**config.mk**
```make
export PLATFORM = sky130hd
export DESIGN_NAME = lin_addr_gen
export DESIGN_NICKNAME = d
export VERILOG_FILES = /design/src/rtl/lag_pkg.sv /design/src/rtl/lag_desc_table.sv /design/src/rtl/lag_real_path.sv /design/src/rtl/lag_desc_path.sv /design/src/rtl/lin_addr_gen.sv
export SDC_FILE = /design/constraint.sdc
export NUM_CORES = 1
export LEC_CHECK = 0
export ABC_CLOCK_PERIOD_IN_PS = 3100
export BUFFER_PORTS_ARGS = -buffer_cell sky130_fd_sc_hd__buf_2
export CAP_MARGIN = 30
export CORE_MARGIN = 2
export CORE_UTILIZATION = 57
export CTS_BUF_LIST = sky130_fd_sc_hd__clkbuf_8
export DETAILED_ROUTE_END_ITERATION = 8
export PLACE_DENSITY = 0.79
export SLEW_MARGIN = 20
export SYNTH_ARGS = -nofsm -noshare
export SYNTH_HDL_FRONTEND = slang
export SYNTH_SLANG_ARGS = --single-unit
export TNS_END_PERCENT = 5
```
**constraint.sdc**
```tcl
create_clock -name clk -period 3.1 [get_ports clk]
set_clock_uncertainty 0.2 [all_clocks]
set_input_delay 0.62 -clock clk [delete_from_list [all_inputs] [get_ports clk]]
set_output_delay 0.62 -clock clk [all_outputs]
set_load 0.02 [all_outputs]
```
**src/rtl/lag_pkg.sv**
```systemverilog
package lag_pkg;
  typedef enum logic {
    MODE_REAL = 1'b0,
    MODE_DESC = 1'b1
  } xmode_e;

  localparam int LAG_SEG_W   = 16;
  localparam int LAG_OFS_W   = 32;
  localparam int LAG_IDX_W   = 3;
  localparam int LAG_PAGE_SH = 12;
  localparam int LAG_SEG_SH  = 4;
endpackage

```
**src/rtl/lag_desc_table.sv**
```systemverilog
module lag_desc_table #(
  parameter int IDX_W  = lag_pkg::LAG_IDX_W,
  parameter int BASE_W = lag_pkg::LAG_OFS_W,
  parameter int LIM_W  = lag_pkg::LAG_OFS_W - lag_pkg::LAG_PAGE_SH
) (
  input  logic              clk,
  input  logic              rst_n,
  input  logic              wr_en,
  input  logic [IDX_W-1:0]  wr_idx,
  input  logic [BASE_W-1:0] wr_base,
  input  logic [LIM_W-1:0]  wr_limit,
  input  logic [IDX_W-1:0]  rd_idx,
  output logic [BASE_W-1:0] rd_base,
  output logic [LIM_W-1:0]  rd_limit
);
  localparam int ENTRIES = 1 << IDX_W;

  logic [BASE_W-1:0] base_q [ENTRIES];
  logic [LIM_W-1:0]  lim_q  [ENTRIES];

  for (genvar e = 0; e < ENTRIES; e++) begin : g_entry
    logic ent_we;
    assign ent_we = wr_en && (wr_idx == IDX_W'(e));

    always_ff @(posedge clk or negedge rst_n) begin
      if (!rst_n) begin
        base_q[e] <= '0;
        lim_q[e]  <= '0;
      end else if (ent_we) begin
        base_q[e] <= wr_base;
        lim_q[e]  <= wr_limit;
      end
    end
  end

  // Read sees registered contents only: same-cycle writes land after the edge.
  always_comb begin
    rd_base  = base_q[rd_idx];
    rd_limit = lim_q[rd_idx];
  end
endmodule

```
**src/rtl/lag_real_path.sv**
```systemverilog
module lag_real_path #(
  parameter int SEG_W  = lag_pkg::LAG_SEG_W,
  parameter int SEG_SH = lag_pkg::LAG_SEG_SH
) (
  input  logic [SEG_W-1:0]        seg,
  input  logic [SEG_W-1:0]        ofs_lo,
  output logic [SEG_W+SEG_SH-1:0] lin
);
  localparam int REAL_W = SEG_W + SEG_SH;

  logic [REAL_W-1:0] seg_sh;
  logic [REAL_W-1:0] ofs_ext;

  always_comb begin
    seg_sh  = {seg, {SEG_SH{1'b0}}};
    ofs_ext = {{SEG_SH{1'b0}}, ofs_lo};
    lin     = seg_sh + ofs_ext;   // carry past the top bit is dropped
  end
endmodule

```
**src/rtl/lag_desc_path.sv**
```systemverilog
module lag_desc_path #(
  parameter int OFS_W   = lag_pkg::LAG_OFS_W,
  parameter int PAGE_SH = lag_pkg::LAG_PAGE_SH
) (
  input  logic [OFS_W-1:0]         base,
  input  logic [OFS_W-PAGE_SH-1:0] limit,
  input  logic [OFS_W-1:0]         ofs,
  output logic [OFS_W-1:0]         lin,
  output logic                     over
);
  localparam int PAGE_W = OFS_W - PAGE_SH;

  logic [PAGE_W-1:0] page;

  always_comb begin
    page = ofs[OFS_W-1:PAGE_SH];
    over = page > limit;
    lin  = base + ofs;
  end
endmodule

```
**src/rtl/lin_addr_gen.sv**
```systemverilog
module lin_addr_gen #(
  parameter int SEG_W   = lag_pkg::LAG_SEG_W,
  parameter int OFS_W   = lag_pkg::LAG_OFS_W,
  parameter int IDX_W   = lag_pkg::LAG_IDX_W,
  parameter int PAGE_SH = lag_pkg::LAG_PAGE_SH,
  parameter int SEG_SH  = lag_pkg::LAG_SEG_SH
) (
  input  logic                     clk,
  input  logic                     rst_n,
  input  logic                     rq_vld,
  input  logic                     rq_mode,
  input  logic [SEG_W-1:0]         rq_sel,
  input  logic [OFS_W-1:0]         rq_ofs,
  input  logic                     wr_en,
  input  logic [IDX_W-1:0]         wr_idx,
  input  logic [OFS_W-1:0]         wr_base,
  input  logic [OFS_W-PAGE_SH-1:0] wr_limit,
  output logic                     xl_vld,
  output logic                     xl_fault,
  output logic [OFS_W-1:0]         xl_addr
);
  import lag_pkg::*;

  localparam int REAL_W = SEG_W + SEG_SH;
  localparam int LIM_W  = OFS_W - PAGE_SH;

  logic [OFS_W-1:0]  tb_base;
  logic [LIM_W-1:0]  tb_limit;
  logic [REAL_W-1:0] real_lin;
  logic [OFS_W-1:0]  desc_lin;
  logic              desc_over;
  xmode_e            mode;

  logic              vld_d, fault_d, addr_en;
  logic [OFS_W-1:0]  addr_d;
  logic              vld_q, fault_q;
  logic [OFS_W-1:0]  addr_q;

  assign mode = xmode_e'(rq_mode);

  lag_desc_table #(.IDX_W(IDX_W), .BASE_W(OFS_W), .LIM_W(LIM_W)) u_table (
    .clk      (clk),
    .rst_n    (rst_n),
    .wr_en    (wr_en),
    .wr_idx   (wr_idx),
    .wr_base  (wr_base),
    .wr_limit (wr_limit),
    .rd_idx   (rq_sel[IDX_W-1:0]),
    .rd_base  (tb_base),
    .rd_limit (tb_limit)
  );

  lag_real_path #(.SEG_W(SEG_W), .SEG_SH(SEG_SH)) u_real (
    .seg    (rq_sel),
    .ofs_lo (rq_ofs[SEG_W-1:0]),
    .lin    (real_lin)
  );

  lag_desc_path #(.OFS_W(OFS_W), .PAGE_SH(PAGE_SH)) u_desc (
    .base  (tb_base),
    .limit (tb_limit),
    .ofs   (rq_ofs),
    .lin   (desc_lin),
    .over  (desc_over)
  );

  // Next-state
  always_comb begin
    addr_en = rq_vld;
    fault_d = rq_vld && (mode == MODE_DESC) && desc_over;
    vld_d   = rq_vld && !fault_d;
    if (fault_d)
      addr_d = '0;
    else if (mode == MODE_DESC)
      addr_d = desc_lin;
    else
      addr_d = {{(OFS_W-REAL_W){1'b0}}, real_lin};
  end

  // State
  always_ff @(posedge clk or negedge rst_n) begin
    if (!rst_n) begin
      vld_q   <= 1'b0;
      fault_q <= 1'b0;
      addr_q  <= '0;
    end else begin
      vld_q   <= vld_d;
      fault_q <= fault_d;
      if (addr_en) addr_q <= addr_d;
    end
  end

  assign xl_vld   = vld_q;
  assign xl_fault = fault_q;
  assign xl_addr  = addr_q;
endmodule

```
### Word-level counts from Yosys, hierarchy flattened

Index checks and enable logic that the tools add are counted.

| cells by class | value |
|---|---|
| eq/ne operators | 7 |
| reduce and logical (&&, ||, !) cells | 13 |
| add/sub/neg operators | 2 |
| $lt $le $gt $ge | 2 |
| muxes and demuxes | 8 |
| bitwise logic cells | 1 |

Operators by type and width:

| operator | count |
|---|---|
| $mux W32 | 4 |
| $bmux W32 S3 | 1 |
| $bmux W20 S3 | 1 |
| $mux W20 | 2 |
| $add A32 B32 Y32 | 1 |
| $add A20 B16 Y20 | 1 |
| $gt A20 B20 Y1 | 1 |
| $eq A3 B3 Y1 const B | 4 |
| $logic_and A1 B1 Y1 | 11 |
| $eq A3 B2 Y1 const B | 2 |
| $ge A4 B4 Y1 const B | 1 |
| $not A3 Y4 | 1 |
| $eq A3 B1 Y1 const B | 1 |
| $logic_not A3 Y1 | 1 |
| $logic_not A1 Y1 | 1 |

| word-level totals | value |
|---|---|
| register bits after elaboration | 450 |
| output and inout port bits | 34 |
| input bits | 108 |

### Depth between registers and ports, before layout

Gate-level depths: netlist of run 1.

| depth | value |
|---|---|
| depth in word-level cells | 8 |
| depth in mapped cells | 16 |
| gate-level depth less buffers | 13 |

### Hierarchy

From an unflattened synthesis of run 1, not the netlist that was laid out.

| second synthesis, totals | value |
|---|---|
| cell total of the unflattened synthesis | 1,634 |
| area total of the unflattened synthesis | 23,140.9 µm² |

By module, submodules not included:

| module | instances | cells each | area each (µm²) |
|---|---|---|---|
| lag_desc_table | 1 | 1,073 | 18,589.1 |
| lag_desc_path | 1 | 284 | 2,173.3 |
| lin_addr_gen | 1 | 167 | 1,576.5 |
| lag_real_path | 1 | 110 | 802.0 |

### Worst setup path before layout of run 1

Ideal clock, no wire load.

| timing | value |
|---|---|
| path kind | input to register |
| from | input port rq_sel[0] |
| to | register addr_q[24], in the netlist xl_addr[24] |
| arrival | 4.042 ns |
| stages | 16 |
| path slack | -1.261 ns |
| cells stage by stage | clkbuf_1 -> buf_2 -> buf_2 -> mux4_2 -> mux2_2 -> ha_1 -> inv_1 -> fa_1 -> nor2b_4 -> o31a_4 -> o21ai_4 -> o31a_4 -> o21ai_1 -> a2111oi_2 -> a2111oi_0 -> a31o_1 |

| on the way | value |
|---|---|
| cells in the longest elaborated chain, start to end | 7 |
| elaborated cells on any way between the ends | 12 |

RTL lines:

| what | line | source |
|---|---|---|
| start, declared | lin_addr_gen.sv:12 | `input logic [SEG_W-1:0] rq_sel,` |
| $not A3 Y4 (not written as such) (*) | lag_desc_table.sv:38, lag_desc_table.sv:39 |  |
| $bmux W32 S3 or $bmux W20 S3 (tied branches) | lag_desc_table.sv:38, lag_desc_table.sv:39 |  |
| $mux W32 (not written as such) or $mux W20 (tied branches) (2 in series) | lag_desc_table.sv:38, lag_desc_table.sv:39 |  |
| $add A32 B32 Y32 or $gt A20 B20 Y1 (tied branches) | lag_desc_path.sv:18, lag_desc_path.sv:17 |  |
| $mux W32 or $logic_and A1 B1 Y1 (tied branches) | lin_addr_gen.sv:74, lin_addr_gen.sv:70 |  |
| $mux W32 (*) | lin_addr_gen.sv:72 | `if (fault_d)` |
| end signal, assigned | lin_addr_gen.sv:89 | `if (addr_en) addr_q <= addr_d;` |
| end, declared | lin_addr_gen.sv:37 | `logic [OFS_W-1:0] addr_q;` |

Mark *: on every way between the ends. The rest lies on a longest branch, timed or not. The select of a mux whose other input is x is not followed.
A chain may end at the register's enable or synchronous reset.

### Worst setup path in the final report of run 1

| timing | value |
|---|---|
| from | input port rq_sel[0] |
| to | register addr_q[31], in the netlist xl_addr[31] |

The elaborated chain is that of the path after synthesis.

==> results of run 1 <==
[cell usage after synthesis, types with 6 or more instances]
library cell  instances
ha_1                 63
o21a_1                9
nand2_1              46
mux2i_1              21
nand2b_1              6
o21ai_0              23
mux2_2              449
nor2_1               34
nand3_1              17
a21oi_1              49
mux4_2              104
buf_2                25
xor2_1               16
a21o_1               14
inv_1                16
o21bai_1              6
nand4_1              13
o2bb2ai_1            11
xnor2_1              23
dfrtp_1             450
a31oi_1              12
clkbuf_1             63
nor3_1                8
[power by group]
part           total, mW  internal (mW)  switching, mW
Sequential          7.89           7.19          0.695
Combinational       5.87           3.27           2.60
Clock               5.39           3.01           2.38
Total               19.1           13.5           5.68
[kinds of logic after synthesis]
kind of cell	count (synthesis)	share of synthesized area (%)
adder cells (fa/ha/maj)	65	3.66
buffers and inverters	113	2.11
AO/OA/AOI/OAI	185	6.08
multiplexers	574	33.6
flip-flops	450	49.7
XOR/XNOR	39	1.51
AND/OR/NAND/NOR	152	3.34
[state kept, by name, summed over array words and instances, names as in the netlist]
register and flops:
u_table.base_q 256, u_table.lim_q 160, xl_addr 32, xl_fault 1, xl_vld 1
[worst paths after layout]
path | start | endpoint | slack [ps]
worst max register to register | u_table.base_q[129] | xl_addr[25] | -330
worst min-delay path | rq_ofs[3] | xl_addr[3] | 110
worst min register to register | xl_addr[30] | xl_addr[30] | 280
worst max-delay path | rq_sel[0] | xl_addr[31] | -350
max in group asynchronous | rst_n | xl_addr[8] | 1520
min in group asynchronous | rst_n | u_table.base_q[127] | 410
[metrics by stage]
stage / power [mW] / hold slack [ps] / TNS, ps
after CTS: 19.0 / 72.6 / -3850
after global routing: 20.1 / 107 / -8030
final: 19.1 / 106 / -4120
after global placement: 13.1 / 268 / -31280
after detailed placement: 13.4 / 270 / -31990
after floorplan: 11.4 / 124 / -20290
[critical path, delay by kind of cell]
family / cells / cell delay [ps]
xor+xnor: 1 / 130
simple gates: 2 / 370
fa+ha+maj: 1 / 300
buf+inv: 5 / 730
compound gates: 5 / 800
mux: 2 / 830
[cell type report]
type | instances | area, sq um | share of cell area [%]
multi-input combinational | 1015 | 11300 | 41.2
sequential | 450 | 11300 | 40.9
timing repair buffer | 331 | 2620 | 9.51
clock buffer | 99 | 1360 | 4.95
tap | 525 | 657 | 2.39
clock inverter | 32 | 191 | 0.696
inverter | 17 | 63.8 | 0.232
antenna | 7 | 17.5 | 0.0637
[routing by layer]
| layer | share of wire [%] | up-vias |
|---|---|---|
| met5 | 0.043 | - |
| met2 | 49 | 445 |
| met1 | 42 | 7808 |
| li1 | - | 6602 |
| met4 | 2.9 | 4 |
| met3 | 5.8 | 124 |
[what timing repair did]
item	in CTS	in global routing
hold endpoints to repair	66	0
buffers inserted	7	0
resized for setup	59	29
hold buffers	1	0
endpoints found under the setup margin	34	34
cloned	1	0
pin swaps	23	12
==> results.sh, run 1 <==
export IMPL_place_congestion=0.885
export IMPL_worstPathRequired_ps=3450
export IMPL_grt_max_degree=79
export IMPL_grt_ovfl_total=0
export IMPL_max_vdd_ir_drop_mv=0.347
export IMPL_critPathLaunchType="input pin"
export IMPL_grtUsageMet3_pct=5.64
export IMPL_syn_area_per_cell_sq_um=14.4
export IMPL_hold_depth=3
export IMPL_io_pins=142
export IMPL_grt_pass1_wl_mm=88.7
export IMPL_reg2regPathDepth=13
export IMPL_postLayoutSetupSlackWorst_ps=-348
export IMPL_cpMaxStageDelayCell="mux4_2"
export IMPL_netlist_top_cells_area="dfrtp_1, mux2_2, mux4_2"
export IMPL_route_detailed_drc=0
export IMPL_routed_via_density=6.05
export IMPL_ys_ff_latch=450
export IMPL_grt_busiest_layer="met2"
export IMPL_fin_crit_ps=3450
export IMPL_worstMarginPinSlew_ps=729
export IMPL_power_density_nw_per_um2=696
export IMPL_finalWirelength_mm=56.2
export IMPL_cpMostUsedCell="buf_4"
export IMPL_routedWlPerCell_um=22.7
export IMPL_fin_area_sq_um=27500
export IMPL_cts_root_buf="clkbuf_8"
export IMPL_ys_warn_count=0
export IMPL_drive_above_1_share_pct=55.5
export IMPL_vias=15000
export IMPL_clk_pin_slew_worst_paths_ps=60
export IMPL_hold_viol_final=0
export IMPL_fill_cells=2554
export IMPL_antenna_found_initial=8
export IMPL_async_flop_share_pct=100
export IMPL_slew_headroom_pct=51.4
export IMPL_grt_total_usage_pct=27.8
export IMPL_rows=73
export IMPL_die_w_um=203
export IMPL_synthesis_nets=1751
export IMPL_grt_pass1_vias=16000
export IMPL_critPathKind="input pin to register"
export IMPL_rsz0062_at_grt="yes"
export IMPL_fin_util_pct=69.7
export IMPL_setup_violations=28
export IMPL_port_buffer_count=141
export IMPL_post_route_period_util_pct=111
export IMPL_synth_cell_types=73
export IMPL_synth_seq_area_share_pct=49.7
export IMPL_hpwl_mm=36.1
export IMPL_die_y_um=203
export IMPL_ant_nets=0
export IMPL_crit_arrival_ps=3800
export IMPL_htree_levels=3
export IMPL_critical_path_max_fanout=7
export IMPL_synth_largest_area_cell="dfrtp_1"
export IMPL_grtUsageMet1_pct=37.2
export IMPL_syn_inst=1578
export IMPL_p_leak_nw=12.1
export IMPL_placed_cell_area_sq_um=25400
export IMPL_fin_cells=2476
export IMPL_max_stage_delay_ps=520
export IMPL_hp_class="input pin to register"
export IMPL_worst_setup_path_end_kind="register"
export IMPL_final_nets=2063
export IMPL_fmax_mhz=290
export IMPL_firstDrtPassIters=5
export IMPL_synthFlopType="dfrtp_1"
export IMPL_drt_iter0_markers=879
export IMPL_syn_cell_area_sq_um=22700
export IMPL_final_common_cell="dfrtp_1"
export IMPL_netlist_area_leader_share_pct=49.7
export IMPL_ctsLongestPathBuffers=3
export IMPL_start_util_pct=57.4
export IMPL_numClockSinks=450
export IMPL_maxCapViolCount=0
export IMPL_dp_slack_ps=-1030
export IMPL_status="complete, but fails checks"
export IMPL_placedCellCount=2329
export IMPL_synth_edf_count=0
export IMPL_coreArea_sq_um=39500
export IMPL_cts_buffers=75
export IMPL_met2_usage_pct=45.0
export IMPL_final_cell_mix="dfrtp_1, mux2_2, buf_4"
export IMPL_die_area_sq_um=41400
export IMPL_clock_latency_ps=640
export IMPL_cts_tree="done"
export IMPL_syn_to_final_growth_pct=21.4
export IMPL_violations="negative setup slack"
export IMPL_finalMaxSlewViolations=0
export IMPL_path_cells="buf_12, buf_16, buf_6, mux4_2, mux2_2, ha_4, buf_4, nand2_2, nor4_2, a21o_1, a2111oi_4, buf_4, o31ai_4, a21oi_2, xnor2_1, o31ai_2"
Note: power is estimated with default switching activity, not from simulation.
==> run 2: changes to the inputs <==
CORE_ASPECT_RATIO = 1.1   (was unset)
==> run 2 against run 1 <==
The flow still finishes with violations (negative setup slack). Critical path depth stayed put. Non-clock buffer count grew 4. Via count shrank 0.37%. Wire length fell by 0.96%. Utilization shrank 0.33 points. Worst hold slack got worse by 7.2 ps. Largest cell class is now registers.
==> results.sh, run 2 (synthesis gave the netlist of run 1 again) <==
export IMPL_regMostFlops="u_table.base_q"
export IMPL_place_congestion=0.921
export IMPL_vias=14900
export IMPL_hold_viol_final=0
export IMPL_rsz0062_at_grt="yes"
export IMPL_die_area_sq_um=41400
export IMPL_crit_cells=16
export IMPL_cts_root_buf="clkbuf_8"
export IMPL_clk_pin_slew_worst_paths_ps=60
export IMPL_firstDrtPassIters=5
export IMPL_drive_above_1_share_pct=54.9
export IMPL_antenna_found_initial=7
export IMPL_grt_max_degree=77
export IMPL_ctsLongestPathBuffers=3
export IMPL_p_leak_nw=12.0
export IMPL_die_y_um=213
export IMPL_cts_tree="done"
export IMPL_power_density_nw_per_um2=682
export IMPL_cpMaxStageDelayCell="mux4_2"
export IMPL_fill_cells=2600
export IMPL_final_common_cell="dfrtp_1"
export IMPL_critPathLaunchType="input pin"
export IMPL_hold_depth=3
export IMPL_ant_nets=0
export IMPL_clock_latency_ps=630
export IMPL_reg2regPathDepth=13
export IMPL_port_buffer_count=141
export IMPL_largest_reg_flops=256
export IMPL_max_stage_delay_ps=520
export IMPL_power_total_mw=18.5
export IMPL_path_cells="buf_8, buf_16, buf_4, buf_4, mux4_2, mux2i_1, ha_1, nand4_1, nor3_2, buf_4, o311ai_2, a31o_4, and2_1, buf_4, a22oi_1, a21oi_1"
export IMPL_grt_pass1_vias=16100
export IMPL_worstMarginPinSlew_ps=589
export IMPL_hpwl_mm=36.5
export IMPL_worstPathRequired_ps=3350
export IMPL_post_route_period_util_pct=109
export IMPL_status="complete, but fails checks"
export IMPL_max_vdd_ir_drop_mv=0.347
export IMPL_hp_class="input pin to register"
export IMPL_worst_setup_path_end_kind="register"
export IMPL_cts_buffers=72
export IMPL_slew_headroom_pct=60.7
export IMPL_route_detailed_drc=0
export IMPL_fin_crit_ps=3370
export IMPL_placedCellCount=2310
export IMPL_dp_slack_ps=-995
export IMPL_finalMaxSlewViolations=0
export IMPL_cpLargestDelayFamily="buffers and inverters"
export IMPL_final_cell_mix="dfrtp_1, mux2_2, buf_4"
export IMPL_numClockSinks=450
export IMPL_routedWlPerCell_um=22.7
export IMPL_critical_path_max_fanout=9
export IMPL_grt_pass1_wl_mm=88.3
export IMPL_syn_to_final_growth_pct=20.0
export IMPL_crit_arrival_ps=3620
export IMPL_violations="negative setup slack"
export IMPL_htree_levels=3
export IMPL_io_pins=142
export IMPL_rows=76
export IMPL_maxCapViolCount=0
export IMPL_grt_total_usage_pct=27.4
export IMPL_grt_ovfl_total=0
export IMPL_coreArea_sq_um=39200
export IMPL_postLayoutSetupSlackWorst_ps=-267
export IMPL_routed_via_density=6.10
export IMPL_die_w_um=194
export IMPL_crit_buf_inv=6
export IMPL_fmax_mhz=297
export IMPL_finalWirelength_mm=55.7
export IMPL_start_util_pct=57.8
export IMPL_critPathKind="input pin to register"
export IMPL_cpMostUsedCell="buf_4"
export IMPL_final_nets=2064
export IMPL_fin_cells=2449
export IMPL_setup_violations=31
export IMPL_drt_iter0_markers=1064
==> run 2: timing repair <==
action,4_1_cts,5_1_grt
cloned,0,1
endpoints found under the hold margin,60,0
setup buffers,0,12
hold buffers,1,0
gates resized for setup,51,12
pin swaps,16,1
endpoints found under the setup margin,34,34
==> run 2: final cells by class <==
| cell class | instances | area [sq um] | share of cell area, % |
|---|---|---|---|
| antenna | 4 | 10.0 | 0.0368 |
| sequential | 450 | 11300 | 41.4 |
| multi-input combinational | 1015 | 11300 | 41.4 |
| tap | 507 | 634 | 2.33 |
| clock inverter | 33 | 165 | 0.608 |
| timing repair buffer | 335 | 2580 | 9.50 |
| clock buffer | 88 | 1210 | 4.46 |
| inverter | 17 | 63.8 | 0.235 |
==> run 2: worst paths after layout <==
path	start	end	slack, ps
worst max register to register	u_table.base_q[128]	xl_addr[24]	-210
worst min register to register	xl_addr[27]	xl_addr[27]	280
max in group asynchronous	rst_n	u_table.base_q[249]	1470
worst max-delay path	rq_sel[0]	xl_addr[7]	-270
worst min-delay path	rq_ofs[3]	xl_addr[3]	100
min in group asynchronous	rst_n	u_table.base_q[98]	350
==> run 2: metal layers <==
metal	part of all wire (%)	GRT usage, %
met5	0.052	0
met4	2.3	9.22
met3	5.6	5.53
met2	50	46.2
met1	42	35.9
==> run 2: worst reg2reg max path: cells and delay by family (launching register included) <==
kind / cells / cell delay (ps)
buffers and inverters: 1 / 50
muxes: 2 / 770
and+or+nand+nor: 1 / 50
DFF: 1 / 380
AOI/OAI and AO/OA: 7 / 1370
adders and majority gates: 2 / 400
==> run 2: power breakdown <==
part	internal, mW	total [mW]	switching (mW)
Combinational	3.18	5.77	2.59
Clock	2.57	4.88	2.31
Sequential	7.19	7.88	0.685
Total	12.9	18.5	5.58
==> run 2: per-stage QoR <==
stage	TNS [ps]	instance area (sq um)	hold slack, ps	utilization (%)
3_5_place_dp	-28010	25300	274	64.7
5_1_grt	-8180	27200	87.2	69.4
4_1_cts	-2980	27000	54.1	68.9
3_3_place_gp	-26040	25300	267	64.7
6_report	-4120	27200	98.6	69.4
2_1_floorplan	-20290	22700	124	-
==> run 3: changes to the inputs <==
BUFFER_PORTS_ARGS = -buffer_cell sky130_fd_sc_hd__buf_4   (was -buffer_cell sky130_fd_sc_hd__buf_2)
==> run 3 against run 2 <==
Register-to-register slack worse by 70 ps. Sequential power hardly changed. Wire length rose by 0.88%. Clock power increased by 3%. The flow still finishes with violations (negative setup slack). Worst hold slack worse by 0.55 ps. Via count grew 0.27%.
==> results.sh, run 3 (synthesis gave the netlist of run 1 again) <==
export IMPL_worstPathRequired_ps=3370
export IMPL_numClockSinks=450
export IMPL_whs_ps=98.1
export IMPL_largest_reg_flops=256
export IMPL_slew_headroom_pct=47.0
export IMPL_postLayoutSetupSlackWorst_ps=-298
export IMPL_hp_class="input pin to register"
export IMPL_routedWlPerCell_um=23.0
export IMPL_die_w_um=194
export IMPL_fin_crit_ps=3400
export IMPL_dp_slack_ps=-1060
export IMPL_drt_iter0_markers=964
export IMPL_cts_tree="done"
export IMPL_final_cell_mix="dfrtp_1, mux2_2, buf_4"
export IMPL_reg2reg_slack_ps=-280
export IMPL_regMostFlops="u_table.base_q"
export IMPL_crit_start="rq_sel[0]"
export IMPL_finalMaxSlewViolations=0
export IMPL_maxCapViolCount=0
export IMPL_fmax_mhz=294
export IMPL_ant_nets=0
export IMPL_reg2regPathDepth=12
export IMPL_firstDrtPassIters=5
export IMPL_coreArea_sq_um=39200
export IMPL_antenna_found_initial=5
export IMPL_status="complete, but fails checks"
export IMPL_cts_buffers=72
export IMPL_vias=15000
export IMPL_ctsLongestPathBuffers=3
export IMPL_setup_tns_ps=-5910
export IMPL_rsz0062_at_grt="yes"
export IMPL_clk_pin_slew_worst_paths_ps=60
export IMPL_grt_pass1_wl_mm=88.8
export IMPL_io_pins=142
export IMPL_reg2reg_to="xl_addr[31]"
export IMPL_hold_end="u_table.lim_q[119]"
export IMPL_fill_cells=2522
export IMPL_setup_violations=34
export IMPL_final_nets=2056
export IMPL_route_detailed_drc=0
export IMPL_worstMarginPinSlew_ps=791
export IMPL_finalWirelength_mm=56.2
export IMPL_htree_levels=3
export IMPL_grt_max_degree=82
export IMPL_grt_pass1_vias=16300
export IMPL_p_leak_nw=12.1
export IMPL_die_area_sq_um=41400
export IMPL_hpwl_mm=36.2
export IMPL_crit_arrival_ps=3660
export IMPL_r2r_start="u_table.base_q[16]"
export IMPL_rows=76
export IMPL_grt_total_usage_pct=27.5
export IMPL_port_buffer_count=141
export IMPL_grt_ovfl_total=0
export IMPL_power_density_nw_per_um2=680
export IMPL_die_y_um=213
export IMPL_place_congestion=0.905
export IMPL_critPathKind="input pin to register"
export IMPL_clock_latency_ps=610
export IMPL_critPathLaunchType="input pin"
export IMPL_worst_setup_path_end_kind="register"
export IMPL_hold_viol_final=0
export IMPL_max_vdd_ir_drop_mv=0.445
export IMPL_routed_via_density=6.13
export IMPL_hold_depth=2
export IMPL_violations="negative setup slack"
export IMPL_drive_above_1_share_pct=56.1
export IMPL_start_util_pct=57.8
export IMPL_final_common_cell="dfrtp_1"
export IMPL_post_route_period_util_pct=110
export IMPL_cts_root_buf="clkbuf_8"
export IMPL_critical_path_max_fanout=11
export IMPL_syn_to_final_growth_pct=23.1
export IMPL_hold_path_startpoint="wr_limit[19]"
## run 3: cell count changes in the layout (fill, tap and decap cells not counted), sizes merged
cell      delta
buf          -9
bufinv       +1
clkbuf       +4
clkinv       -4
clkinvlp     +3
diode        -1
inv          -2
## run 3: where the power goes
part / switching [mW] / leakage [nW] / internal [mW]
clock network: 2.29 / 0.803 / 2.71
registers: 0.689 / 5.42 / 7.19
logic: 2.66 / 5.92 / 3.41
## run 3: area by class of cell
class / count / area [sq um] / share of cell area, %
timing repair buffer: 327 / 3020 / 10.8
multi-input combinational: 1015 / 11500 / 41.1
sequential: 450 / 11300 / 40.4
tap: 507 / 634 / 2.28
clock buffer: 91 / 1250 / 4.49
antenna: 3 / 7.51 / 0.0269
clock inverter: 31 / 166 / 0.597
inverter: 17 / 63.8 / 0.229
## run 3: worst max-delay path, stage by stage
cell and delay (ps):
buf_16 140, buf_16 150, buf_12 130, buf_12 150
buf_6 120, mux4_2 480, mux2i_1 180, ha_1 270
nand2_1 80, nor3_2 50, buf_4 140, and3_1 190
a31o_4 240, buf_6 130, and2_1 160, buf_4 160
a22oi_1 160, a21oi_1 80
## run 3: repair_timing
item	in CTS	in global routing
gates resized for setup	60	41
setup endpoints to repair	34	34
setup buffers	5	4
hold endpoints to repair	69	0
pin swaps	33	12
gates cloned	2	2
hold buffers	1	0
## run 3: through the flow
step / power (mW) / instance area [sq um] / std cells / util [%]
2_1_floorplan: 11.4 / 22700 / 1578 / -
3_3_place_gp: 13.2 / 25700 / 2302 / 65.5
3_5_place_dp: 13.5 / 25700 / 2302 / 65.5
4_1_cts: 18.8 / 27500 / 2432 / 70.3
5_1_grt: 19.9 / 27900 / 2441 / 71.1
6_report: 19.0 / 27900 / 2441 / 71.1
## run 3: worst max-delay path by stage
stage | to | slack [ps] | cells after the start
after floorplan | xl_addr[24] | -770 | 16
after detailed placement | xl_addr[31] | -1060 | 15
after global routing | xl_addr[31] | -440 | 12
final | xl_addr[7] | -300 | 18
after global placement | xl_addr[31] | -990 | 15
after CTS | xl_addr[24] | -290 | 13
## run 3: per-layer routing
| layer | global-route usage [%] | share of wire (%) | up-vias | wire (um) |
|---|---|---|---|---|
| met1 | 36.7 | 43 | 7848 | 24000 |
| met2 | 44.9 | 49 | 446 | 27400 |
| met3 | 5.84 | 6.1 | 101 | 3400 |
| li1 | - | - | 6569 | - |
| met4 | 10.3 | 2.5 | 4 | 1400 |
| met5 | 0 | 0.048 | - | 27 |
